--- src/rtl/irq_route_pkg.sv ---
package irq_route_pkg;

  localparam logic [7:0] OFS_SELECT  = 8'h00;
  localparam logic [7:0] OFS_WINDOW  = 8'h10;

  localparam logic [7:0] IDX_IDENT   = 8'h00;
  localparam logic [7:0] IDX_VERSION = 8'h01;
  localparam logic [7:0] IDX_ARBIT   = 8'h02;
  localparam logic [7:0] IDX_TABLE   = 8'h10;

  localparam int POS_VECTOR  = 0;
  localparam int POS_DLVMODE = 8;
  localparam int POS_DSTMODE = 11;
  localparam int POS_STATUS  = 12;
  localparam int POS_REMOTE  = 14;
  localparam int POS_LEVEL   = 15;
  localparam int POS_MASK    = 16;
  localparam int POS_DESTID  = 56;

  typedef enum logic [1:0] {
    ACC_BYTE  = 2'd0,
    ACC_HALF  = 2'd1,
    ACC_WORD  = 2'd2,
    ACC_DWORD = 2'd3
  } acc_size_e;

  typedef struct packed {
    logic [7:0] dest_id;
    logic       mask;
    logic       level;
    logic       remote;
    logic       status;
    logic       dest_mode;
    logic [2:0] dlv_mode;
    logic [7:0] vector;
  } route_fields_t;

  function automatic logic [31:0] lane_mask(logic [1:0] sz);
    logic [31:0] m;
    case (acc_size_e'(sz))
      ACC_BYTE: m = 32'h0000_00ff;
      ACC_HALF: m = 32'h0000_ffff;
      default:  m = 32'hffff_ffff;
    endcase
    return m;
  endfunction

  function automatic logic [6:0] table_slot(logic [7:0] sel);
    logic [7:0] d;
    d = sel - IDX_TABLE;
    return d[7:1];
  endfunction

  function automatic logic [63:0] entry_reset_value();
    logic [63:0] e;
    e = '0;
    e[POS_MASK] = 1'b1;
    return e;
  endfunction

  function automatic logic [63:0] sw_merge(logic [63:0] cur, logic [31:0] data,
                                           logic upper);
    logic [63:0] n;
    n = upper ? {data, cur[31:0]} : {cur[63:32], data};
    n[POS_STATUS] = cur[POS_STATUS];
    n[POS_REMOTE] = cur[POS_REMOTE];
    if (!n[POS_LEVEL]) n[POS_REMOTE] = 1'b0;
    return n;
  endfunction

  function automatic route_fields_t unpack_entry(logic [63:0] e);
    route_fields_t f;
    f.vector    = e[POS_VECTOR +: 8];
    f.dlv_mode  = e[POS_DLVMODE +: 3];
    f.dest_mode = e[POS_DSTMODE];
    f.status    = e[POS_STATUS];
    f.remote    = e[POS_REMOTE];
    f.level     = e[POS_LEVEL];
    f.mask      = e[POS_MASK];
    f.dest_id   = e[POS_DESTID +: 8];
    return f;
  endfunction

endpackage

--- src/rtl/irq_route_decode.sv ---
module irq_route_decode
  import irq_route_pkg::*;
#(
  parameter int PINS = 24,
  localparam int IDX_W = (PINS > 1) ? $clog2(PINS) : 1
) (
  input  logic [7:0]       bus_addr,
  input  logic             bus_wr,
  input  logic [31:0]      bus_wdata,
  input  logic [1:0]       bus_size,
  input  logic [7:0]       sel_q,
  output logic             hit_sel,
  output logic             hit_win,
  output logic             wr_sel,
  output logic             wr_ident,
  output logic             tbl_hit,
  output logic             tbl_we,
  output logic [IDX_W-1:0] tbl_idx,
  output logic [31:0]      wdata_ext
);
  logic [6:0] slot;

  assign hit_sel   = (bus_addr == OFS_SELECT);
  assign hit_win   = (bus_addr == OFS_WINDOW);
  assign wdata_ext = bus_wdata & lane_mask(bus_size);

  assign slot    = table_slot(sel_q);
  assign tbl_hit = (sel_q >= IDX_TABLE) && (int'(slot) < PINS);
  assign tbl_idx = slot[IDX_W-1:0];

  assign wr_sel   = bus_wr && hit_sel;
  assign wr_ident = bus_wr && hit_win && (sel_q == IDX_IDENT);
  assign tbl_we   = bus_wr && hit_win && tbl_hit;
endmodule

--- src/rtl/irq_route_entry.sv ---
module irq_route_entry
  import irq_route_pkg::*;
(
  input  logic        clk,
  input  logic        rst_n,
  input  logic        we,
  input  logic        upper,
  input  logic [31:0] wdata,
  input  logic        rem_set,
  input  logic        rem_clr,
  input  logic        st_set,
  input  logic        st_clr,
  output logic [63:0] bits_q
);
  logic [63:0] hw_bits;
  logic [63:0] nxt_bits;

  always_comb begin
    hw_bits = bits_q;
    if (rem_clr)      hw_bits[POS_REMOTE] = 1'b0;
    else if (rem_set) hw_bits[POS_REMOTE] = 1'b1;
    if (st_clr)       hw_bits[POS_STATUS] = 1'b0;
    else if (st_set)  hw_bits[POS_STATUS] = 1'b1;
    nxt_bits = we ? sw_merge(hw_bits, wdata, upper) : hw_bits;
  end

  always_ff @(posedge clk or negedge rst_n) begin
    if (!rst_n) bits_q <= entry_reset_value();
    else        bits_q <= nxt_bits;
  end
endmodule

--- src/rtl/irq_route_rdmux.sv ---
module irq_route_rdmux
  import irq_route_pkg::*;
#(
  parameter int PINS = 24,
  parameter logic [7:0] VERSION_CODE = 8'h11,
  localparam int IDX_W = (PINS > 1) ? $clog2(PINS) : 1
) (
  input  logic [7:0]       sel_q,
  input  logic [3:0]       ident_q,
  input  logic             tbl_hit,
  input  logic [IDX_W-1:0] tbl_idx,
  input  logic [PINS*64-1:0] tbl_flat,
  output logic [31:0]      win_data
);
  localparam logic [7:0] LAST_PIN = 8'(PINS - 1);
  logic [63:0] pick;

  always_comb begin
    pick = '1;
    for (int i = 0; i < PINS; i++) begin
      if (tbl_idx == IDX_W'(i)) pick = tbl_flat[i*64 +: 64];
    end
  end

  always_comb begin
    case (sel_q)
      IDX_IDENT, IDX_ARBIT: win_data = {4'h0, ident_q, 24'h0};
      IDX_VERSION:          win_data = {8'h00, LAST_PIN, 8'h00, VERSION_CODE};
      default:              win_data = tbl_hit ? (sel_q[0] ? pick[63:32] : pick[31:0])
                                               : 32'hffff_ffff;
    endcase
  end
endmodule

--- src/rtl/irq_route_regs.sv ---
module irq_route_regs
  import irq_route_pkg::*;
#(
  parameter int PINS = 24,
  parameter logic [7:0] VERSION_CODE = 8'h11,
  localparam int IDX_W = (PINS > 1) ? $clog2(PINS) : 1
) (
  input  logic               clk,
  input  logic               rst_n,
  input  logic [7:0]         bus_addr,
  input  logic               bus_wr,
  input  logic [31:0]        bus_wdata,
  input  logic [1:0]         bus_size,
  output logic [31:0]        bus_rdata,
  input  logic [PINS-1:0]    hw_remote_set,
  input  logic [PINS-1:0]    hw_remote_clr,
  input  logic [PINS-1:0]    hw_status_set,
  input  logic [PINS-1:0]    hw_status_clr,
  output logic [PINS*8-1:0]  ent_vector,
  output logic [PINS*3-1:0]  ent_dlv_mode,
  output logic [PINS-1:0]    ent_dest_mode,
  output logic [PINS-1:0]    ent_dlv_status,
  output logic [PINS-1:0]    ent_remote,
  output logic [PINS-1:0]    ent_level,
  output logic [PINS-1:0]    ent_mask,
  output logic [PINS*8-1:0]  ent_dest_id,
  output logic               upd_valid,
  output logic [IDX_W-1:0]   upd_index
);
  logic [7:0]         sel_q;
  logic [3:0]         ident_q;
  logic               hit_sel, hit_win, wr_sel, wr_ident;
  logic               tbl_hit, tbl_we;
  logic [IDX_W-1:0]   tbl_idx;
  logic [31:0]        wdata_ext;
  logic [31:0]        win_data;
  logic [PINS*64-1:0] tbl_flat;

  irq_route_decode #(.PINS(PINS)) u_dec (
    .bus_addr (bus_addr),
    .bus_wr   (bus_wr),
    .bus_wdata(bus_wdata),
    .bus_size (bus_size),
    .sel_q    (sel_q),
    .hit_sel  (hit_sel),
    .hit_win  (hit_win),
    .wr_sel   (wr_sel),
    .wr_ident (wr_ident),
    .tbl_hit  (tbl_hit),
    .tbl_we   (tbl_we),
    .tbl_idx  (tbl_idx),
    .wdata_ext(wdata_ext)
  );

  always_ff @(posedge clk or negedge rst_n) begin
    if (!rst_n) begin
      sel_q   <= '0;
      ident_q <= '0;
    end else begin
      if (wr_sel)   sel_q   <= wdata_ext[7:0];
      if (wr_ident) ident_q <= wdata_ext[27:24];
    end
  end

  always_ff @(posedge clk or negedge rst_n) begin
    if (!rst_n) begin
      upd_valid <= 1'b0;
      upd_index <= '0;
    end else begin
      upd_valid <= tbl_we;
      if (tbl_we) upd_index <= tbl_idx;
    end
  end

  for (genvar g = 0; g < PINS; g++) begin : g_ent
    logic          ent_we;
    route_fields_t fld;

    assign ent_we = tbl_we && (tbl_idx == IDX_W'(g));

    irq_route_entry u_ent (
      .clk    (clk),
      .rst_n  (rst_n),
      .we     (ent_we),
      .upper  (sel_q[0]),
      .wdata  (wdata_ext),
      .rem_set(hw_remote_set[g]),
      .rem_clr(hw_remote_clr[g]),
      .st_set (hw_status_set[g]),
      .st_clr (hw_status_clr[g]),
      .bits_q (tbl_flat[g*64 +: 64])
    );

    assign fld = unpack_entry(tbl_flat[g*64 +: 64]);
    assign ent_vector[g*8 +: 8]   = fld.vector;
    assign ent_dlv_mode[g*3 +: 3] = fld.dlv_mode;
    assign ent_dest_mode[g]       = fld.dest_mode;
    assign ent_dlv_status[g]      = fld.status;
    assign ent_remote[g]          = fld.remote;
    assign ent_level[g]           = fld.level;
    assign ent_mask[g]            = fld.mask;
    assign ent_dest_id[g*8 +: 8]  = fld.dest_id;
  end

  irq_route_rdmux #(.PINS(PINS), .VERSION_CODE(VERSION_CODE)) u_rd (
    .sel_q   (sel_q),
    .ident_q (ident_q),
    .tbl_hit (tbl_hit),
    .tbl_idx (tbl_idx),
    .tbl_flat(tbl_flat),
    .win_data(win_data)
  );

  always_comb begin
    if (hit_sel)      bus_rdata = {24'h0, sel_q};
    else if (hit_win) bus_rdata = win_data;
    else              bus_rdata = '0;
    bus_rdata = bus_rdata & lane_mask(bus_size);
  end
endmodule

--- config.mk ---
export PLATFORM = sky130hd
export DESIGN_NAME = irq_route_regs
export DESIGN_NICKNAME = d
export VERILOG_FILES = /design/src/rtl/irq_route_pkg.sv /design/src/rtl/irq_route_decode.sv /design/src/rtl/irq_route_entry.sv /design/src/rtl/irq_route_rdmux.sv /design/src/rtl/irq_route_regs.sv
export SDC_FILE = /design/constraint.sdc
export NUM_CORES = 2
export LEC_CHECK = 0
export BUFFER_PORTS_ARGS = -buffer_cell sky130_fd_sc_hd__buf_2
export CELL_PAD_IN_SITES_DETAIL_PLACEMENT = 0
export CELL_PAD_IN_SITES_GLOBAL_PLACEMENT = 2
export CORE_MARGIN = 4
export CORE_UTILIZATION = 41
export CTS_CLUSTER_DIAMETER = 60
export CTS_CLUSTER_SIZE = 8
export DETAILED_ROUTE_END_ITERATION = 12
export GPL_ROUTABILITY_DRIVEN = 0
export PLACE_DENSITY_LB_ADDON = 0.15
export SLEW_MARGIN = 20
export SYNTH_ARGS = -nofsm -noshare
export SYNTH_HDL_FRONTEND = slang
export SYNTH_SLANG_ARGS = --single-unit
--- constraint.sdc ---
create_clock -name clk -period 5.9 [get_ports clk]
set_clock_uncertainty 0.15 [all_clocks]
set_input_delay 0.885 -clock clk [delete_from_list [all_inputs] [get_ports clk]]
set_output_delay 0.885 -clock clk [all_outputs]
set_load 0.02 [all_outputs]
**After elaboration in Yosys (flattened, before gate mapping)**

Index checks and enable logic that the tools add are counted.

- Add/sub/neg operators: 1
- Equality and inequality tests: 27
- Order comparisons: 2
- Multiplexer cells: 198
- Reductions and logical operators: 82
- Bitwise operators: 3

Operator list:

| kind | number |
|---|---|
| 64-bit two-way mux | 24 |
| 16-bit two-way mux | 24 |
| 15-bit two-way mux | 24 |
| 32-bit two-way mux | 4 |
| 32-bit case mux with 2 select lines | 2 |
| 1-bit two-way mux | 120 |
| 2-bit AND reduction | 48 |
| 32-bit bitwise AND | 2 |
| 5-bit by 4-bit == test with 1-bit output (second input constant) | 8 |
| 5-bit == test (second input constant) | 8 |
| 1-bit logical AND | 29 |
| 5-bit by 3-bit == test with 1-bit output (second input constant) | 4 |
| 8-bit zero test | 2 |
| 5-bit by 2-bit == test with 1-bit output (second input constant) | 2 |
| 8-bit by 1-bit == test with 1-bit output (second input constant) | 1 |
| 8-bit by 2-bit == test with 1-bit output (second input constant) | 1 |
| 8-bit by 5-bit == test with 1-bit output (second input constant) | 1 |
| 8-bit by 5-bit greater-or-equal comparator with 1-bit output (second input constant) | 1 |
| 8-bit by 5-bit subtractor with 8-bit output (second input constant) | 1 |
| 7-bit by 5-bit < comparator with 1-bit output (second input constant) | 1 |
| 5-bit by 1-bit == test with 1-bit output (second input constant) | 1 |
| 5-bit zero test | 1 |
| 2-bit by 1-bit == test with 1-bit output (second input constant) | 1 |
| 2-bit zero test | 1 |
| other kinds (2) | 2 |

- Output and inout port bits: 614
- Logic and storage cells: 413
- Register bits after elaboration: 1,554

**Logic depth before layout (Yosys ltp)**

- Depth in word-level cells: 32
- Gate-level depth with buffers: 18

**By module**

From an unflattened synthesis, not the netlist that was laid out.

- Cells, all modules: 7,104
- Area total of the unflattened synthesis: 82,397.8 um2

Modules (own cells, without submodules):

| module | area each (um2) | cells an instance | instances | seq. area each (um2) |
|---|---|---|---|---|
| irq_route_entry | 2,842.7 | 201 | 24 | 1,602.8 |
| irq_route_rdmux | 12,648.4 | 2,104 | 1 | 0.0 |
| irq_route_regs | 1,107.3 | 115 | 1 | 450.4 |
| irq_route_decode | 416.6 | 61 | 1 | 0.0 |

**Least setup slack after synthesis**

OpenSTA, ideal clock, no wires.

- Kind: reg-to-output
- Start: register sel_q[4]
- End: output bus_rdata[24]
- Data required time: 4,865 ps
- Stages on the path, launching flop included: 17
- Arrival time: 3,899 ps
- Slack: 966 ps
- Cell sequence: dfrtp_1 buf_2 buf_4 buf_2 buf_2 inv_1 ha_1 buf_2 nor3b_2 nand2_1 buf_2 o22ai_1 nor4_1 nand4_1 a21oi_1 nor3_1 a2111oi_0

- Word-level cells in the longest chain between the ends: 32
- Elaborated cells between the ends (all ways): 62
- Classes of those cells: 1 x add/sub; 2 x order compare; 25 x eq/ne; 29 x mux; 1 x bitwise; 4 x reduce/logical

RTL lines:

| what | RTL line | text |
|---|---|---|
| start, declared | irq_route_regs.sv:30 | `logic [7:0] sel_q;` |
| start signal, assigned | irq_route_regs.sv:60 | `if (wr_sel) sel_q <= wdata_ext[7:0];` |
| 8-bit by 5-bit subtractor with 8-bit output * | irq_route_pkg.sv:50 | `d = sel - IDX_TABLE;` |
| via tbl_idx[3] | irq_route_regs.sv:34 | `logic [IDX_W-1:0] tbl_idx;` |
| 5-bit zero test | irq_route_rdmux.sv:21 | `if (tbl_idx == IDX_W'(i)) pick = tbl_flat[i*64 +: 64];` |
| 64-bit two-way mux (24 in series) | irq_route_rdmux.sv:21 |  |
| 32-bit two-way mux | irq_route_rdmux.sv:29 | `default: win_data = tbl_hit ? (sel_q[0] ? pick[63:32] : pick[31:0])` |
| 32-bit two-way mux * | irq_route_rdmux.sv:29 |  |
| 32-bit case mux with 2 select lines * | irq_route_rdmux.sv:26 | `case (sel_q)` |
| 32-bit two-way mux * | irq_route_regs.sv:116 | `else if (hit_win) bus_rdata = win_data;` |
| 32-bit two-way mux * | irq_route_regs.sv:115 | `if (hit_sel) bus_rdata = {24'h0, sel_q};` |
| 32-bit bitwise AND * | irq_route_regs.sv:118 | `bus_rdata = bus_rdata & lane_mask(bus_size);` |
| end, declared | irq_route_regs.sv:14 | `output logic [31:0] bus_rdata,` |

The timed path passes the listed nets; every way through them passes the cells marked *.

**Worst setup path in the final report**

- Start: register sel_q[5]
- End: output bus_rdata[6]

- Word-level cells in the longest chain between the ends: 32
- Elaborated cells between the ends (all ways): 62
- Classes of those cells: 1 x add/sub; 2 x order compare; 25 x eq/ne; 29 x mux; 1 x bitwise; 4 x reduce/logical

RTL lines:

| what | RTL line |
|---|---|
| 8-bit by 5-bit subtractor with 8-bit output | irq_route_pkg.sv:50 |
| 5-bit zero test | irq_route_rdmux.sv:21 |
| 64-bit two-way mux (24 in series) | irq_route_rdmux.sv:21 |
| 32-bit two-way mux (2 in series) | irq_route_rdmux.sv:29 |
| 32-bit case mux with 2 select lines * | irq_route_rdmux.sv:26 |
| 32-bit two-way mux * | irq_route_regs.sv:116 |
| 32-bit two-way mux * | irq_route_regs.sv:115 |
| 32-bit bitwise AND * | irq_route_regs.sv:118 |

Every way passes the cells marked *; elsewhere a longest branch is shown, timed or not.

==> metrics.txt <==
# TYPE chip_impl_metric gauge
chip_impl_info{name="run_status",value="complete, but fails checks"} 1
chip_impl_info{name="violations",value="negative setup slack"} 1
chip_impl_metric{name="grt_max_degree",unit=""} 168
chip_impl_info{name="cts_tree",value="yes"} 1
chip_impl_metric{name="synthArstFlopShare",unit="%"} 100
chip_impl_info{name="clockRootBuffer",value="clkbuf_16"} 1
chip_impl_info{name="rr_endpoint",value="g_ent[10].u_ent.bits_q[13]"} 1
chip_impl_metric{name="setup_slack",unit="ps"} -84.6
chip_impl_metric{name="ff2ff_setup_slack",unit="ps"} 1460
chip_impl_info{name="synth_largest_area_cell",value="dfrtp_1"} 1
chip_impl_metric{name="row_count",unit=""} 153
chip_impl_metric{name="min_delay_path_depth",unit=""} 2
chip_impl_metric{name="finalWirelength",unit="um"} 391000
chip_impl_metric{name="antenna_found_initial",unit=""} 37
chip_impl_metric{name="synth-edff-count",unit=""} 0
chip_impl_metric{name="crit_required",unit="ps"} 4870
chip_impl_info{name="final_common_cell",value="dfrtp_1"} 1
chip_impl_metric{name="period_share",unit="%"} 101
chip_impl_metric{name="placed_cells",unit=""} 9702
chip_impl_metric{name="global_route.overflow_total",unit=""} 0
chip_impl_metric{name="timing.final.crit_period",unit="ps"} 5980
chip_impl_metric{name="vias_per_cell",unit=""} 6.30
chip_impl_metric{name="start_util",unit="%"} 41.4
chip_impl_info{name="rsz0062_at_grt",value="true"} 1
chip_impl_metric{name="power_density",unit="nW/um^2"} 288
chip_impl_metric{name="post_layout_nonfiller_instances",unit=""} 10100
chip_impl_metric{name="die-area",unit="sq um"} 183000
chip_impl_metric{name="average_routed_wire_per_standard_cell",unit="um"} 38.7
chip_impl_metric{name="iteration_count_of_the_initial_detailed_routing_pass",unit=""} 6
chip_impl_metric{name="mappedNetlistNets",unit=""} 7589
chip_impl_metric{name="numCtsBuffers",unit=""} 214
chip_impl_metric{name="overall_power_consumption",unit="mW"} 24.0
chip_impl_metric{name="maxSlewViolCount",unit=""} 0
chip_impl_info{name="setup_cp_type",value="register to output port"} 1
chip_impl_info{name="endpoint_kind",value="output port"} 1
chip_impl_metric{name="grt_first_pass_wirelength",unit="um"} 531000
chip_impl_metric{name="ys_warn_count",unit=""} 0
chip_impl_metric{name="fillCellCount",unit=""} 16700
chip_impl_metric{name="first_global_vias",unit=""} 60600
chip_impl_metric{name="synthToLayoutAreaGrowth",unit="%"} 15.0
chip_impl_info{name="worst_r2r_startpoint",value="sel_q[4]"} 1
chip_impl_info{name="hold-path-endpoint",value="g_ent[15].u_ent.bits_q[12]"} 1
chip_impl_metric{name="via_count",unit=""} 63600
chip_impl_metric{name="synthDistinctLibCells",unit=""} 91
chip_impl_metric{name="seq_area_frac_synth",unit="%"} 53.8
chip_impl_metric{name="vdd_ir_drop_max",unit="mV"} 0.331
chip_impl_metric{name="max_slew_margin_vs_limit",unit="%"} 9.18
chip_impl_metric{name="setup-violations-final",unit=""} 4
chip_impl_metric{name="maxClockFrequency",unit="MHz"} 167
chip_impl_metric{name="cts.path.max_buffers",unit=""} 3
chip_impl_metric{name="power.leakage",unit="nW"} 40.6
chip_impl_metric{name="netlist.area_leader.share",unit="%"} 52.9
chip_impl_metric{name="report.final.hold_viol_count",unit=""} 0
chip_impl_metric{name="cts_sinks",unit=""} 1554
chip_impl_metric{name="drc",unit=""} 0
chip_impl_metric{name="syn_avg_cell_area",unit="sq um"} 9.72
chip_impl_info{name="worst_hold_startpoint",value="hw_status_clr[15]"} 1
chip_impl_metric{name="critical_path_arrival",unit="ps"} 4950
chip_impl_metric{name="hpwlAfterDp",unit="um"} 269000
chip_impl_metric{name="netlist_instances",unit=""} 7446
chip_impl_metric{name="synth.ff_latch_count",unit=""} 1554
chip_impl_metric{name="crit_fanout",unit=""} 12
chip_impl_metric{name="fp.dieH",unit="um"} 428
chip_impl_metric{name="worstRegToRegCells",unit=""} 14
chip_impl_metric{name="drt.antenna.violating_nets",unit=""} 0
chip_impl_metric{name="net_count_final",unit=""} 7801
chip_impl_metric{name="port-buffer-count",unit=""} 754
chip_impl_metric{name="core_area",unit="sq um"} 175000
chip_impl_metric{name="mappedNetlistArea",unit="sq um"} 72300
chip_impl_info{name="critPathLaunchType",value="register"} 1
chip_impl_info{name="min_path_type",value="primary input to register"} 1
chip_impl_metric{name="cts_htree_levels",unit=""} 4
chip_impl_metric{name="maxCapViolCount",unit=""} 0
chip_impl_info{name="most-common-layout-cells",value="1525 x dfrtp_1, 1277 x o21ai_0, 1248 x nand2_1"} 1
chip_impl_info{name="synth_area_leaders",value="dfrtp_1 53%, o21ai_0 8.9%, nand2_1 6.8%"} 1
chip_impl_metric{name="finalCoreUtilization",unit="%"} 47.6
chip_impl_metric{name="chipWidth",unit="um"} 428
chip_impl_metric{name="initialDrtViolationCount",unit=""} 8103
chip_impl_metric{name="grt_usage",unit="%"} 41.5
chip_impl_metric{name="layout-drive-gt1-share",unit="%"} 25.4
chip_impl_info{name="synthFlopType",value="dfrtp_1"} 1
chip_impl_metric{name="preCtsSetupSlack",unit="ps"} -266
chip_impl_metric{name="clock_pin_slew_reported_for_the_worst_setup_and_hold_paths_after_clock_tree_synthesis",unit="ps"} 50
chip_impl_metric{name="timing_worst_slew_pin_value",unit="ps"} 1350
chip_impl_metric{name="boundaryPins",unit=""} 755
chip_impl_metric{name="clk_latency",unit="ps"} 860
## cells in the mapped netlist (51+ instances only)
| cell | number |
|---|---|
| dfrtp_1 | 1530 |
| nand2_1 | 1301 |
| o21ai_0 | 1284 |
| buf_4 | 595 |
| clkbuf_1 | 460 |
| o22ai_1 | 400 |
| nor2_1 | 292 |
| mux2_2 | 276 |
| a21oi_1 | 181 |
| buf_2 | 132 |
| mux2_1 | 87 |
| nor3_1 | 72 |
| nand3_1 | 64 |
| nor4_1 | 53 |
| o221ai_1 | 51 |
## worst max path at each step
stage	startpoint	endpoint	slack, ps	cells after the start
2_1_floorplan	sel_q[4]	bus_rdata[24]	970	16
3_3_place_gp	sel_q[5]	bus_rdata[30]	-840	12
3_5_place_dp	sel_q[5]	bus_rdata[23]	-270	13
4_1_cts	sel_q[5]	bus_rdata[22]	2	14
5_1_grt	sel_q[5]	bus_rdata[8]	-2	14
6_report	sel_q[5]	bus_rdata[6]	-80	14
## through the flow
| step | instance area [sq um] | hold slack [ps] | TNS (ps) |
|---|---|---|---|
| floorplan | 72300 | 292 | 0 |
| global placement | 75800 | 306 | -1740 |
| detailed placement | 75900 | 315 | -273 |
| CTS | 83000 | 1.48 | 0 |
| global route | 83100 | 26.8 | -4.48 |
| finish | 83200 | 47.3 | -186 |
## repair_timing
item | 4_1_cts | 5_1_grt
cloned | 5 | 0
setup endpoints to repair | 32 | 18
pin swaps | 9 | 4
gates resized for setup | 78 | 37
buffers inserted | 30 | 0
hold buffers | 30 | 0
hold endpoints to repair | 40 | 0
## critical path, stage by stage (launching register included)
cell and delay [ps]:
dfrtp_1 410, inv_1 220, ha_4 310, nor2b_1 150, buf_4 230, nand3_4 120
buf_4 250, buf_4 270, o22ai_1 120, a21oi_1 420, o211ai_1 230, a31oi_1 570
a221oi_1 120, o211ai_1 390, buf_2 250
## sequential cells by signal, summed over array words and instances, names as in the netlist
| register | flops |
|---|---|
| ident_q | 4 |
| upd_valid | 1 |
| sel_q | 8 |
| g_ent.u_ent.bits_q | 1536 |
| upd_index | 5 |
## report_power, final
part / switching [mW] / internal (mW)
combinational: 1.27 / 0.376
clock: 4.81 / 6.74
sequential: 0.0583 / 10.7
## cell type report
class	instances	area (sq um)	area share, %
timing repair buffer	1241	8250	9.92
antenna	15	37.5	0.0451
clock inverter	10	145	0.174
tap	2325	2910	3.50
sequential	1554	38900	46.8
multi-input combinational	4636	27000	32.5
clock buffer	301	5820	7.00
inverter	11	43.8	0.0527
## kinds of logic after synthesis
family	after synthesis	synth area share, %
mux	412	6.56
fa+ha+maj	2	0.0346
buf+inv	1260	10.1
simple gates	1924	11.2
compound gates	2294	18.3
flops	1554	53.8
## layer usage
metal / share of wire [%] / GRT usage (%) / up-vias
li1: - / - / 26000
met1: 38 / 52.7 / 32400
met2: 43 / 61.4 / 4059
met3: 10 / 11.5 / 1087
met4: 8.8 / 29.0 / 18
met5: 0.028 / 0 / -
No activity file was read; power rests on OpenSTA's default activity.
